<file path="src/rtl/timer16_pkg.sv">
// Shared types for the 16-bit timer.
// Assumes: mode bits are static levels sampled each clock.
package timer16_pkg;

    // Operating mode of the timer as one bundle
    typedef struct packed {
        logic on;
        logic ext;
        logic async_sel;
        logic low_pwr;
    } t16_mode_t;

    // True when the external source runs without the synchroniser
    function automatic logic t16_free_running(input t16_mode_t m);
        return m.ext && m.async_sel;
    endfunction

    // True when the counter may advance in the present power state
    function automatic logic t16_may_run(input t16_mode_t m);
        return m.on && (!m.low_pwr || t16_free_running(m));
    endfunction

endpackage

</file>
<file path="src/rtl/t16_edge_sync.sv">
// External count-edge detector.
// Resynchronises the external input through SYNC_STAGES flops unless
// use_async is set. It detects rising and falling edges of the chosen
// source and arms counting only after a falling edge seen while enabled.
// Assumes: ext_in is a slow level; in async mode it is stable around clk edges.
module t16_edge_sync #(
    parameter int SYNC_STAGES = 2
) (
    input  logic clk,
    input  logic rst_n,
    input  logic ext_in,
    input  logic use_async,
    input  logic ext_enabled,
    output logic count_edge,
    output logic armed
);

    logic synced;
    logic sel_lvl;
    logic prev_q;
    logic rise;
    logic fall;

    generate
        if (SYNC_STAGES <= 1) begin : g_single
            logic s_q;
            // Single-stage capture of the external input
            always_ff @(posedge clk) begin
                if (!rst_n) s_q <= 1'b0;
                else        s_q <= ext_in;
            end
            assign synced = s_q;
        end else begin : g_chain
            logic [SYNC_STAGES-1:0] s_q;
            // Multi-stage shift chain for metastability settling
            always_ff @(posedge clk) begin
                if (!rst_n) s_q <= '0;
                else        s_q <= {s_q[SYNC_STAGES-2:0], ext_in};
            end
            assign synced = s_q[SYNC_STAGES-1];
        end
    endgenerate

    assign sel_lvl = use_async ? ext_in : synced;
    assign rise    = sel_lvl && !prev_q;
    assign fall    = !sel_lvl && prev_q;

    // Remember last level of the selected source for edge detection
    always_ff @(posedge clk) begin
        if (!rst_n) prev_q <= 1'b0;
        else        prev_q <= sel_lvl;
    end

    // Arm on the first falling edge while enabled; disarm when disabled
    always_ff @(posedge clk) begin
        if (!rst_n)           armed <= 1'b0;
        else if (!ext_enabled) armed <= 1'b0;
        else if (fall)        armed <= 1'b1;
    end

    assign count_edge = rise && armed && ext_enabled;

endmodule

</file>
<file path="src/rtl/t16_counter.sv">
// Byte-sliced up-counter with write and clear priority.
// Priority per cycle: byte write, then clear, then increment.
// A write to one byte freezes the other byte for that cycle.
// wrap pulses when an increment actually carries out of the top byte.
// Assumes: clr is already qualified by the caller's mode rules.
module t16_counter #(
    parameter int BYTE_W  = 8,
    parameter int N_BYTES = 2,
    parameter int ADDR_W  = 2
) (
    input  logic                        clk,
    input  logic                        rst_n,
    input  logic                        inc,
    input  logic                        clr,
    input  logic                        wr_en,
    input  logic [ADDR_W-1:0]           wr_addr,
    input  logic [BYTE_W-1:0]           wr_data,
    output logic [BYTE_W*N_BYTES-1:0]   count,
    output logic                        wrap
);

    localparam int CNT_W = BYTE_W * N_BYTES;

    logic [N_BYTES:0]   carry;
    logic [N_BYTES-1:0] byte_we;
    logic               any_we;

    assign carry[0] = inc;
    assign any_we   = |byte_we;

    generate
        for (genvar i = 0; i < N_BYTES; i++) begin : g_byte
            logic [BYTE_W-1:0] byte_q;

            assign byte_we[i]   = wr_en && (wr_addr == ADDR_W'(i));
            assign carry[i+1]   = carry[i] && (&byte_q);
            assign count[i*BYTE_W +: BYTE_W] = byte_q;

            // One counter byte: write beats clear, clear beats increment
            always_ff @(posedge clk) begin
                if (!rst_n) begin
                    byte_q <= '0;
                end else if (any_we) begin
                    if (byte_we[i]) byte_q <= wr_data;
                end else if (clr) begin
                    byte_q <= '0;
                end else if (carry[i]) begin
                    byte_q <= byte_q + 1'b1;
                end
            end
        end
    endgenerate

    assign wrap = carry[N_BYTES] && !any_we && !clr;

    AST_COUNT_STEP: assert property (@(posedge clk) disable iff (!rst_n)
        (inc && !any_we && !clr) |=> (count == $past(count) + CNT_W'(1)));
    AST_ROLL_ZERO: assert property (@(posedge clk) disable iff (!rst_n)
        wrap |=> (count == '0));
    AST_WRITE_BEATS_CLR: assert property (@(posedge clk) disable iff (!rst_n)
        (clr && byte_we[0]) |=> (count[BYTE_W-1:0] == $past(wr_data)));

endmodule

</file>
<file path="src/rtl/t16_irq.sv">
// Overflow flag and request logic.
// Holds the sticky overflow flag. A rollover sets it and wins over a
// same-cycle software write. Drives irq through the three-level enable
// chain and wake through the local and peripheral enables in low power.
// Assumes: flag_wr is a single-cycle bus write strobe.
module t16_irq (
    input  logic clk,
    input  logic rst_n,
    input  logic wrap,
    input  logic flag_wr,
    input  logic flag_wdata,
    input  logic ie_local,
    input  logic ie_periph,
    input  logic ie_global,
    input  logic low_power,
    output logic flag,
    output logic irq,
    output logic wake
);

    logic chain_lp;

    // Sticky overflow flag: set by rollover, else written by software
    always_ff @(posedge clk) begin
        if (!rst_n)       flag <= 1'b0;
        else if (wrap)    flag <= 1'b1;
        else if (flag_wr) flag <= flag_wdata;
    end

    assign chain_lp = flag && ie_local && ie_periph;
    assign irq      = chain_lp && ie_global;
    assign wake     = chain_lp && low_power;

    AST_FLAG_STICKY: assert property (@(posedge clk) disable iff (!rst_n)
        (flag && !flag_wr) |=> flag);
    AST_WRAP_SETS_FLAG: assert property (@(posedge clk) disable iff (!rst_n)
        wrap |=> flag);

endmodule

</file>
<file path="src/rtl/timer16_cmp.sv">
// 16-bit timer with compare-reset trigger (top).
// Selects the count source, applies the power and on/off gating,
// qualifies the compare trigger, and muxes the byte read port.
// Address map: bytes at 0..N_BYTES-1 (low first), flag at N_BYTES, rest read 0.
// Assumes: all inputs are synchronous to clk except ext_clk_in.
module timer16_cmp #(
    parameter int BYTE_W      = 8,
    parameter int N_BYTES     = 2,
    parameter int ADDR_W      = 2,
    parameter int SYNC_STAGES = 2
) (
    input  logic              clk,
    input  logic              rst_n,
    input  logic              tick_en,
    input  logic              ext_clk_in,
    input  logic              tmr_on,
    input  logic              src_ext,
    input  logic              ext_async,
    input  logic              low_power,
    input  logic              trig_pulse,
    input  logic              ie_local,
    input  logic              ie_periph,
    input  logic              ie_global,
    input  logic              wr_en,
    input  logic [ADDR_W-1:0] wr_addr,
    input  logic [BYTE_W-1:0] wr_data,
    input  logic [ADDR_W-1:0] rd_addr,
    output logic [BYTE_W-1:0] rd_data,
    output logic              irq,
    output logic              wake
);

    import timer16_pkg::*;

    localparam int                CNT_W     = BYTE_W * N_BYTES;
    localparam logic [ADDR_W-1:0] STAT_ADDR = ADDR_W'(N_BYTES);

    t16_mode_t        mode;
    logic             count_edge;
    logic             armed;
    logic             inc;
    logic             trig_eff;
    logic             wrap;
    logic             flag;
    logic             flag_wr;
    logic [CNT_W-1:0] count;

    assign mode = '{on: tmr_on, ext: src_ext, async_sel: ext_async, low_pwr: low_power};

    t16_edge_sync #(.SYNC_STAGES(SYNC_STAGES)) u_edge (
        .clk         (clk),
        .rst_n       (rst_n),
        .ext_in      (ext_clk_in),
        .use_async   (ext_async),
        .ext_enabled (tmr_on && src_ext),
        .count_edge  (count_edge),
        .armed       (armed)
    );

    // Count event: power/on gating, then source choice
    always_comb begin
        inc = 1'b0;
        if (t16_may_run(mode))
            inc = src_ext ? count_edge : tick_en;
    end

    // Trigger acts only when the count path is synchronous
    assign trig_eff = trig_pulse && !t16_free_running(mode);
    assign flag_wr  = wr_en && (wr_addr == STAT_ADDR);

    t16_counter #(.BYTE_W(BYTE_W), .N_BYTES(N_BYTES), .ADDR_W(ADDR_W)) u_cnt (
        .clk     (clk),
        .rst_n   (rst_n),
        .inc     (inc),
        .clr     (trig_eff),
        .wr_en   (wr_en),
        .wr_addr (wr_addr),
        .wr_data (wr_data),
        .count   (count),
        .wrap    (wrap)
    );

    t16_irq u_irq (
        .clk        (clk),
        .rst_n      (rst_n),
        .wrap       (wrap),
        .flag_wr    (flag_wr),
        .flag_wdata (wr_data[0]),
        .ie_local   (ie_local),
        .ie_periph  (ie_periph),
        .ie_global  (ie_global),
        .low_power  (low_power),
        .flag       (flag),
        .irq        (irq),
        .wake       (wake)
    );

    // Byte read mux: counter bytes, then flag, then zero
    always_comb begin
        rd_data = '0;
        if (rd_addr < STAT_ADDR)
            rd_data = count[rd_addr*BYTE_W +: BYTE_W];
        else if (rd_addr == STAT_ADDR)
            rd_data = {{(BYTE_W-1){1'b0}}, flag};
    end

    AST_TRIG_NO_FLAG: assert property (@(posedge clk) disable iff (!rst_n)
        (trig_eff && !flag_wr && !flag) |=> !flag);
    AST_ASYNC_TRIG_IGNORED: assert property (@(posedge clk) disable iff (!rst_n)
        (trig_pulse && src_ext && ext_async && !wr_en && !inc) |=> (count == $past(count)));
    AST_UNARMED_HOLD: assert property (@(posedge clk) disable iff (!rst_n)
        (src_ext && !armed && !wr_en && !trig_eff) |=> (count == $past(count)));
    AST_LOWPWR_HOLD: assert property (@(posedge clk) disable iff (!rst_n)
        (low_power && !(src_ext && ext_async) && !wr_en && !trig_eff) |=> (count == $past(count)));
    AST_OFF_HOLD: assert property (@(posedge clk) disable iff (!rst_n)
        (!tmr_on && !wr_en && !trig_eff) |=> (count == $past(count)));

endmodule

</file>
<file path="config.mk">
export PLATFORM = sky130hd
export DESIGN_NAME = timer16_cmp
export DESIGN_NICKNAME = d
export VERILOG_FILES = /design/src/rtl/timer16_pkg.sv /design/src/rtl/t16_edge_sync.sv /design/src/rtl/t16_counter.sv /design/src/rtl/t16_irq.sv /design/src/rtl/timer16_cmp.sv
export SDC_FILE = /design/constraint.sdc
export NUM_CORES = 1
export LEC_CHECK = 0
export ABC_AREA = 1
export BUFFER_PORTS_ARGS = -buffer_cell sky130_fd_sc_hd__buf_2
export CAP_MARGIN = 10
export CORE_ASPECT_RATIO = 1.25
export CORE_MARGIN = 2
export CORE_UTILIZATION = 53
export CTS_CLUSTER_SIZE = 24
export DETAILED_ROUTE_END_ITERATION = 6
export GPL_TIMING_DRIVEN = 0
export PLACE_DENSITY_LB_ADDON = 0.25
export RECOVER_POWER = 25
export SLEW_MARGIN = 10
export SYNTH_ARGS = -nofsm -noshare
export SYNTH_HDL_FRONTEND = slang
export SYNTH_HIERARCHICAL = 1
export SYNTH_SLANG_ARGS = --single-unit
</file>
<file path="constraint.sdc">
create_clock -name clk -period 1.6 [get_ports clk]
set_input_delay 0 -clock clk [delete_from_list [all_inputs] [get_ports clk]]
set_output_delay 0 -clock clk [all_outputs]
set_load 0.02 [all_outputs]
</file>
==> results of run 1 <==
==> flip-flops by register name (all words and copies together) (netlist names) <==
signal               cells
u_cnt/g_byte.byte_q     16
u_edge/g_chain.s_q       2
u_edge/armed             1
u_edge/prev_q            1
u_irq/flag               1
==> cell usage in the layout, fill, tap and decap left out, drive strengths merged, types with 2 or more instances in the layout <==
| master | count |
|---|---|
| inv | 35 |
| clkbuf | 3 |
| buf | 41 |
| nor2 | 58 |
| a21oi | 19 |
| dfxtp | 21 |
| nand2 | 68 |
| nand3 | 15 |
| ha | 2 |
| dlygate4sd3 | 8 |
| nor3 | 2 |
| o21ai | 21 |
| and2 | 3 |
==> how the worst min path moves through the flow <==
| stage | from | endpoint | slack (ps) | cells past startpoint |
|---|---|---|---|---|
| global placement | ext_clk_in | u_edge/g_chain.s_q[0] | 200 | 3 |
| detailed placement | ext_clk_in | u_edge/g_chain.s_q[0] | 210 | 3 |
| floorplan | ext_clk_in | u_edge/g_chain.s_q[0] | 90 | 2 |
| finish | wr_data[0] | u_cnt/g_byte[0].byte_q[0] | 7 | 3 |
| CTS | wr_data[0] | u_cnt/g_byte[0].byte_q[0] | 9 | 3 |
| global route | wr_data[1] | u_cnt/g_byte[0].byte_q[1] | 10 | 3 |
==> worst min-delay path: stages <==
cell and delay (ps):
buf_2 110, a21oi_1 60, a21oi_1 110
==> cell families (layout without fill, tap and decap cells) <==
family	Yosys count	in the layout	share of synthesized area (%)
AND/OR/NAND/NOR	148	149	43.84
AO/OA/AOI/OAI	42	42	14.37
buffers and inverters	39	88	11.41
flip-flops	21	21	27.59
XOR/XNOR	2	2	1.150
adder cells (fa/ha/maj)	2	2	1.642
==> repair_timing <==
item,CTS,global route
setup buffers,1,2
cloned,0,2
resized for setup,7,23
hold buffers,8,0
endpoints found under the setup margin,9,17
pin swaps,1,8
endpoints found under the hold margin,9,0
==> power groups by stage <==
stage | Combinational [mW] | Clock, mW | Sequential (mW)
2_1_floorplan | 0.248 | 0 | 0.608
3_3_place_gp | 0.338 | 0 | 0.618
3_5_place_dp | 0.344 | 0 | 0.619
4_1_cts | 0.366 | 0.274 | 0.607
5_1_grt | 0.471 | 0.297 | 0.615
6_report | 0.419 | 0.268 | 0.609
==> final cells by class <==
| type | instances | share of cell area (%) |
|---|---|---|
| sequential | 21 | 21.24 |
| buffer | 4 | 1.760 |
| inverter | 35 | 7.102 |
| timing repair buffer | 45 | 14.64 |
| tap | 34 | 2.137 |
| clock inverter | 1 | 0.2514 |
| multi-input combinational | 195 | 51.73 |
| clock buffer | 3 | 1.131 |
==> through the flow <==
| stage | total power [mW] | setup WS [ps] | utilization (%) |
|---|---|---|---|
| 6_report | 1.297 | -102.4 | 73.56 |
| 5_1_grt | 1.383 | -237.6 | 73.56 |
| 2_1_floorplan | 0.8558 | 179.1 | - |
| 3_5_place_dp | 0.9629 | -201.8 | 63.99 |
| 4_1_cts | 1.247 | -30.05 | 69.21 |
| 3_3_place_gp | 0.9563 | -168.0 | 63.99 |
==> routing by layer <==
metal	global-route usage, %	part of all wire, %	vias to the layer above
met5	0	0	-
met4	8.224	1.9	0
met3	2.804	5.0	11
met2	43.83	50	61
met1	32.17	43	766
li1	-	-	899
==> run_results.csv, run 1 <==
group,metric,value,unit
timing,worst_slack,-102.4,ps
timing,whs,7.022,ps
layout,nets,332,
cts,path_clk_slew,140,ps
logic_synthesis,ys.flop_type,"dfxtp_1",
detailed_routing,firstDrtPassIters,4,
logic_synthesis,syn_inst,254,
layout,fin_area,1991,um^2
critical_path,setup.worst_path.start,"u_edge/prev_q",
die,core,2706,um^2
cts,cts.sink_count,21,
cts,cts_tree,"done",
timing,drv_slew,0,
job,maxCapViolCount,0,
power_and_ir_drop,seqPwrFrac,47.0,%
timing,tightest_slew,292.7,ps
detailed_routing,ant_nets,0,
global_route,grt_overflow,0,
placement,io_buffers,33,
cts,clock_latency,310,ps
critical_path,required,1850,ps
logic_synthesis,yosysWarnings,6,
power_and_ir_drop,p_per_area,651.3,nW/um^2
die,die_h,63.95,um
critical_path,crit_slowest_cell,"dfxtp_2",
timing,fin_crit_sh,106.4,%
layout,ff_latch_area,422.9,um^2
power_and_ir_drop,pwr-share-clk,20.7,%
power_and_ir_drop,leakage,1.028,nW
worst_hold_path,worstHoldPathType,"primary input to register",
global_route,grt_max_degree,13,
logic_synthesis,synth_top_area_share,27.59,%
critical_path,cp_top_family,"simple AND/OR/NAND/NOR gates",
logic_synthesis,synthesis.area,1524,um^2
placement,place_hpwl,2.797,mm
logic_synthesis,synth_nets,281,
detailed_routing,routed-via-count,1737,
layout,antenna_cells,0,
logic_synthesis,syn_area_per_cell,6.000,um^2
power_and_ir_drop,switching_share,35.83,%
critical_path,start_kind,"register",
cts,cts_root_buf,"clkbuf_4",
layout,nFillCells,220,
timing,timing.fmax,587.4,MHz
layout,area_delta_synth_final,30.62,%
timing,skew,12.39,ps
critical_path,crit_arrival,1950,ps
logic_synthesis,synth-edff-count,0,
critical_path,r2r_end,"u_irq/flag",
power_and_ir_drop,power_frac_comb,32.3,%
layout,layout.cells.non_filler,338,
die,rows,21,
die,floorplan.initialDensity,56.31,%
critical_path,cp-end-kind,"register",
logic_synthesis,synthTopCellsByCount,"58 x nand2_1, 54 x nor2_1, 33 x inv_1",
detailed_routing,wl,4.054,mm
critical_path,critPathCapture,"u_irq/flag",
layout,multiInputGateArea,1030,um^2
logic_synthesis,ys_seq_elements,21,
critical_path,reg2reg_depth,14,
detailed_routing,vias_per_cell,5.139,
critical_path,critPathBufInv,3,
critical_path,cp.depth,14,
power_and_ir_drop,p_switching,0.4646,mW
placement,dp_cells,321,
critical_path,crit_type,"register to register",
detailed_routing,wire_per_inst,11.99,um
detailed_routing,drt_iter0_drc,64,
critical_path,crit_fanout,2,
layout,drive_gt1_share,27.96,%
critical_path,crit_path_max_incr_delay,340,ps
timing,post-route-min-period,1702,ps
power_and_ir_drop,peakVddDrop,0.0005304,V
cts,cts_buffers,3,
global_route,grt_pass1_vias,1556,
timing,rsz0062_at_grt,"yes",
die,ios,35,
timing,tns,-845.7,ps
global_route,grt_usage,25.42,%
outcome,status,"complete, but fails checks",
detailed_routing,route.detailed.drc,0,
placement,place_congestion,0.8999,
global_route,grt_pass1_wl,6.555,mm
cts,htree_num_levels,1,
timing,finalSetupViolCount,17,
placement,place_area,1732,um^2
logic_synthesis,yosys-top-cells-area,"dfxtp_1 28%, nand2_1 14%, nor2_1 13%, inv_1 8.1%, o21ai_0 6.6%",
timing,maxSlewHeadroom,80.42,%
logic_synthesis,synth_cell_type_count,30,
power_and_ir_drop,internal-power,0.8320,mW
logic_synthesis,synth_area_leader_cell,"dfxtp_1",
critical_path,worstPathCellList,"nand3b_1, nor2_2, nand2_1, inv_2, nor2_2, nor2_2, nand2_1, inv_2, nand3_4, nor4_4, inv_1, nand2_1, nor2_1, nor2_1",
die,fp.dieW,51.96,um
logic_synthesis,async_flop_share,0,%
logic_synthesis,yosysSeqAreaShare,27.59,%
timing,hold_viol,0,
die,dieArea,3323,um^2
critical_path,worst-r2r-setup-slack,-100,ps
global_route,antenna_found_initial,0,
outcome,violations,"negative setup slack",
logic_synthesis,synth.most_common_cell,"nand2_1",
critical_path,reg2reg_from,"u_edge/prev_q",
cts,cts.path.max_buffers,2,
(Power assumes the default switching activity.)
==> inputs of run 2 (changes only) <==
--- a/config.mk
+++ b/config.mk
@@ -16,6 +16,7 @@
 export GPL_TIMING_DRIVEN = 0
 export PLACE_DENSITY_LB_ADDON = 0.25
 export RECOVER_POWER = 25
+export SETUP_SLACK_MARGIN = 0.05
 export SLEW_MARGIN = 10
 export SYNTH_ARGS = -nofsm -noshare
 export SYNTH_HDL_FRONTEND = slang
==> run_results.csv, run 2 (same netlist as run 1, synthesis figures left out) <==
group,metric,value,unit
critical_path,r2r_end,"u_cnt/g_byte[1].byte_q[2]",
die,die_h,63.95,um
critical_path,crit_arrival,1940,ps
layout,drive_gt1_share,30.72,%
detailed_routing,route.detailed.drc,0,
power_and_ir_drop,peakVddDrop,0.0005295,V
critical_path,cp-end-kind,"register",
worst_hold_path,worstHoldPathType,"primary input to register",
cts,htree_num_levels,1,
detailed_routing,routed-via-count,1774,
job,maxCapViolCount,0,
global_route,grt_pass1_wl,6.762,mm
cts,cts_tree,"done",
die,core,2706,um^2
timing,finalSetupViolCount,15,
critical_path,required,1810,ps
global_route,antenna_found_initial,0,
power_and_ir_drop,p_switching,0.4782,mW
layout,final_common_cell,"nand2_1",
timing,timing.fmax,577.7,MHz
die,fp.dieW,51.96,um
layout,nets,334,
power_and_ir_drop,p_per_area,645.7,nW/um^2
layout,multiInputGateArea,1070,um^2
critical_path,crit_type,"register to register",
worst_hold_path,whs_endpoint,"u_edge/armed",
cts,cts.sink_count,21,
die,dieArea,3323,um^2
cts,cts_root_buf,"clkbuf_4",
layout,antenna_cells,0,
power_and_ir_drop,total_power,1.321,mW
timing,maxSlewHeadroom,79.72,%
timing,fin_crit_sh,108.2,%
power_and_ir_drop,leakage,1.041,nW
timing,skew,10.44,ps
critical_path,crit_fanout,6,
detailed_routing,ant_nets,0,
timing,worst_slack,-131.0,ps
critical_path,worstPathCellList,"nand3b_1, nor2_2, nand2_1, inv_2, nor2_2, nor2_2, nand2_1, inv_2, nand3_4, nand2_8, buf_12, nand3_2, nand2_1, nor2_1",
timing,rsz0062_at_grt,"yes",
global_route,grt_usage,26.22,%
timing,tns,-904.5,ps
detailed_routing,wire_per_inst,12.23,um
critical_path,cp_top_family,"simple AND/OR/NAND/NOR gates",
critical_path,critPathBufInv,3,
global_route,grt_pass1_vias,1594,
layout,largest_register_ffs,16,
timing,drv_slew,0,
worst_hold_path,min_from,"ext_clk_in",
detailed_routing,drt_iter0_drc,61,
power_and_ir_drop,internal-power,0.8426,mW
placement,place_congestion,0.8999,
critical_path,crit_slowest_cell,"dfxtp_2",
power_and_ir_drop,power_frac_comb,33.4,%
layout,area_delta_synth_final,34.24,%
global_route,grt_overflow,0,
cts,cts.path.max_buffers,2,
detailed_routing,wl,4.157,mm
layout,ff_latch_area,422.9,um^2
global_route,grt_max_degree,13,
critical_path,start_kind,"register",
outcome,status,"complete, but fails checks",
layout,final_cell_mix,"55 x nand2_1, 49 x nor2_1, 34 x buf_2, 30 x inv_1, 19 x dfxtp_1",
placement,io_buffers,33,
outcome,violations,"negative setup slack",
die,floorplan.initialDensity,56.31,%
timing,tightest_slew,303.1,ps
detailed_routing,vias_per_cell,5.218,
power_and_ir_drop,switching_share,36.21,%
die,rows,21,
worst_hold_path,hold_depth,4,
layout,largest-register,"u_cnt/g_byte.byte_q",
layout,nFillCells,204,
layout,reg_top3,"u_cnt/g_byte.byte_q: 16 flops, u_edge/g_chain.s_q: 2 flops",
placement,place_hpwl,2.797,mm
detailed_routing,firstDrtPassIters,4,
critical_path,reg2reg_from,"u_edge/prev_q",
critical_path,reg2reg_depth,14,
cts,cts_buffers,3,
critical_path,worst-r2r-setup-slack,-130,ps
cts,clock_latency,310,ps
die,ios,35,
power_and_ir_drop,pwr-share-clk,20.3,%
timing,post-route-min-period,1731,ps
timing,hold_viol,0,
power_and_ir_drop,seqPwrFrac,46.3,%
placement,place_ws,-201.8,ps
critical_path,crit_path_max_incr_delay,340,ps
cts,path_clk_slew,130,ps
[run 2: cell count changes in the layout (fill, tap and decap cells not counted), moves of 2 or more]
cell,previous run,this run
a21oi_1,17,15
a21oi_2,2,4
o21ai_0,17,13
o21ai_2,4,7
[run 2: final cells by class]
type | count | share of cell area (%)
plain buffers | 4 | 1.713
clock buffers | 3 | 1.101
clock inverters | 1 | 0.2446
inverters | 35 | 6.789
multi-input cells | 195 | 52.29
flip-flops and latches | 21 | 20.67
well taps | 34 | 2.080
repair buffers | 47 | 15.11
[run 2: through the flow]
step	hold slack [ps]	utilization, %	instance area [um^2]	cells
2_1_floorplan	93.45	-	1524	254
3_3_place_gp	198.5	63.99	1732	321
3_5_place_dp	206.5	63.99	1732	321
4_1_cts	9.155	70.46	1907	336
5_1_grt	11.18	75.59	2046	340
6_report	20.10	75.59	2046	340
[run 2: power by group through the flow]
stage / logic, mW / registers [mW] / clock network [mW]
2_1_floorplan: 0.248 / 0.608 / 0
3_3_place_gp: 0.338 / 0.618 / 0
3_5_place_dp: 0.344 / 0.619 / 0
4_1_cts: 0.381 / 0.608 / 0.274
5_1_grt: 0.492 / 0.619 / 0.297
6_report: 0.441 / 0.612 / 0.268
[run 2: what timing repair did]
item	4_1_cts	5_1_grt
setup endpoints to repair	13	17
pin swaps	1	7
cloned	1	1
hold buffers	8	1
gates resized for setup	13	30
buffers inserted	2	2
endpoints found under the hold margin	9	1
[run 2: worst min-delay path: cells and delay by family]
kind | cells | cell delay, ps
buf+inv | 1 | 80
simple gates | 2 | 150
compound gates | 1 | 50
[run 2: layer usage]
layer / GRT usage [%] / wire [um] / part of all wire (%)
met3: 2.804 / 227 / 5.5
met5: 0 / 0 / 0
met1: 32.61 / 1704 / 41
met4: 8.882 / 72 / 1.7
met2: 45.73 / 2153 / 52
[run 2: how the worst max path moves through the flow]
stage                     startpoint                        end  slack, ps  cells past startpoint
6_report               u_edge/prev_q  u_cnt/g_byte[1].byte_q[2]       -130                     14
5_1_grt                u_edge/prev_q                 u_irq/flag       -220                     14
4_1_cts                u_edge/prev_q                 u_irq/flag        -40                     14
3_5_place_dp   u_edge/g_chain.s_q[1]                 u_irq/flag       -200                     15
3_3_place_gp   u_edge/g_chain.s_q[1]                 u_irq/flag       -170                     15
2_1_floorplan  u_edge/g_chain.s_q[1]  u_cnt/g_byte[1].byte_q[3]        180                     14
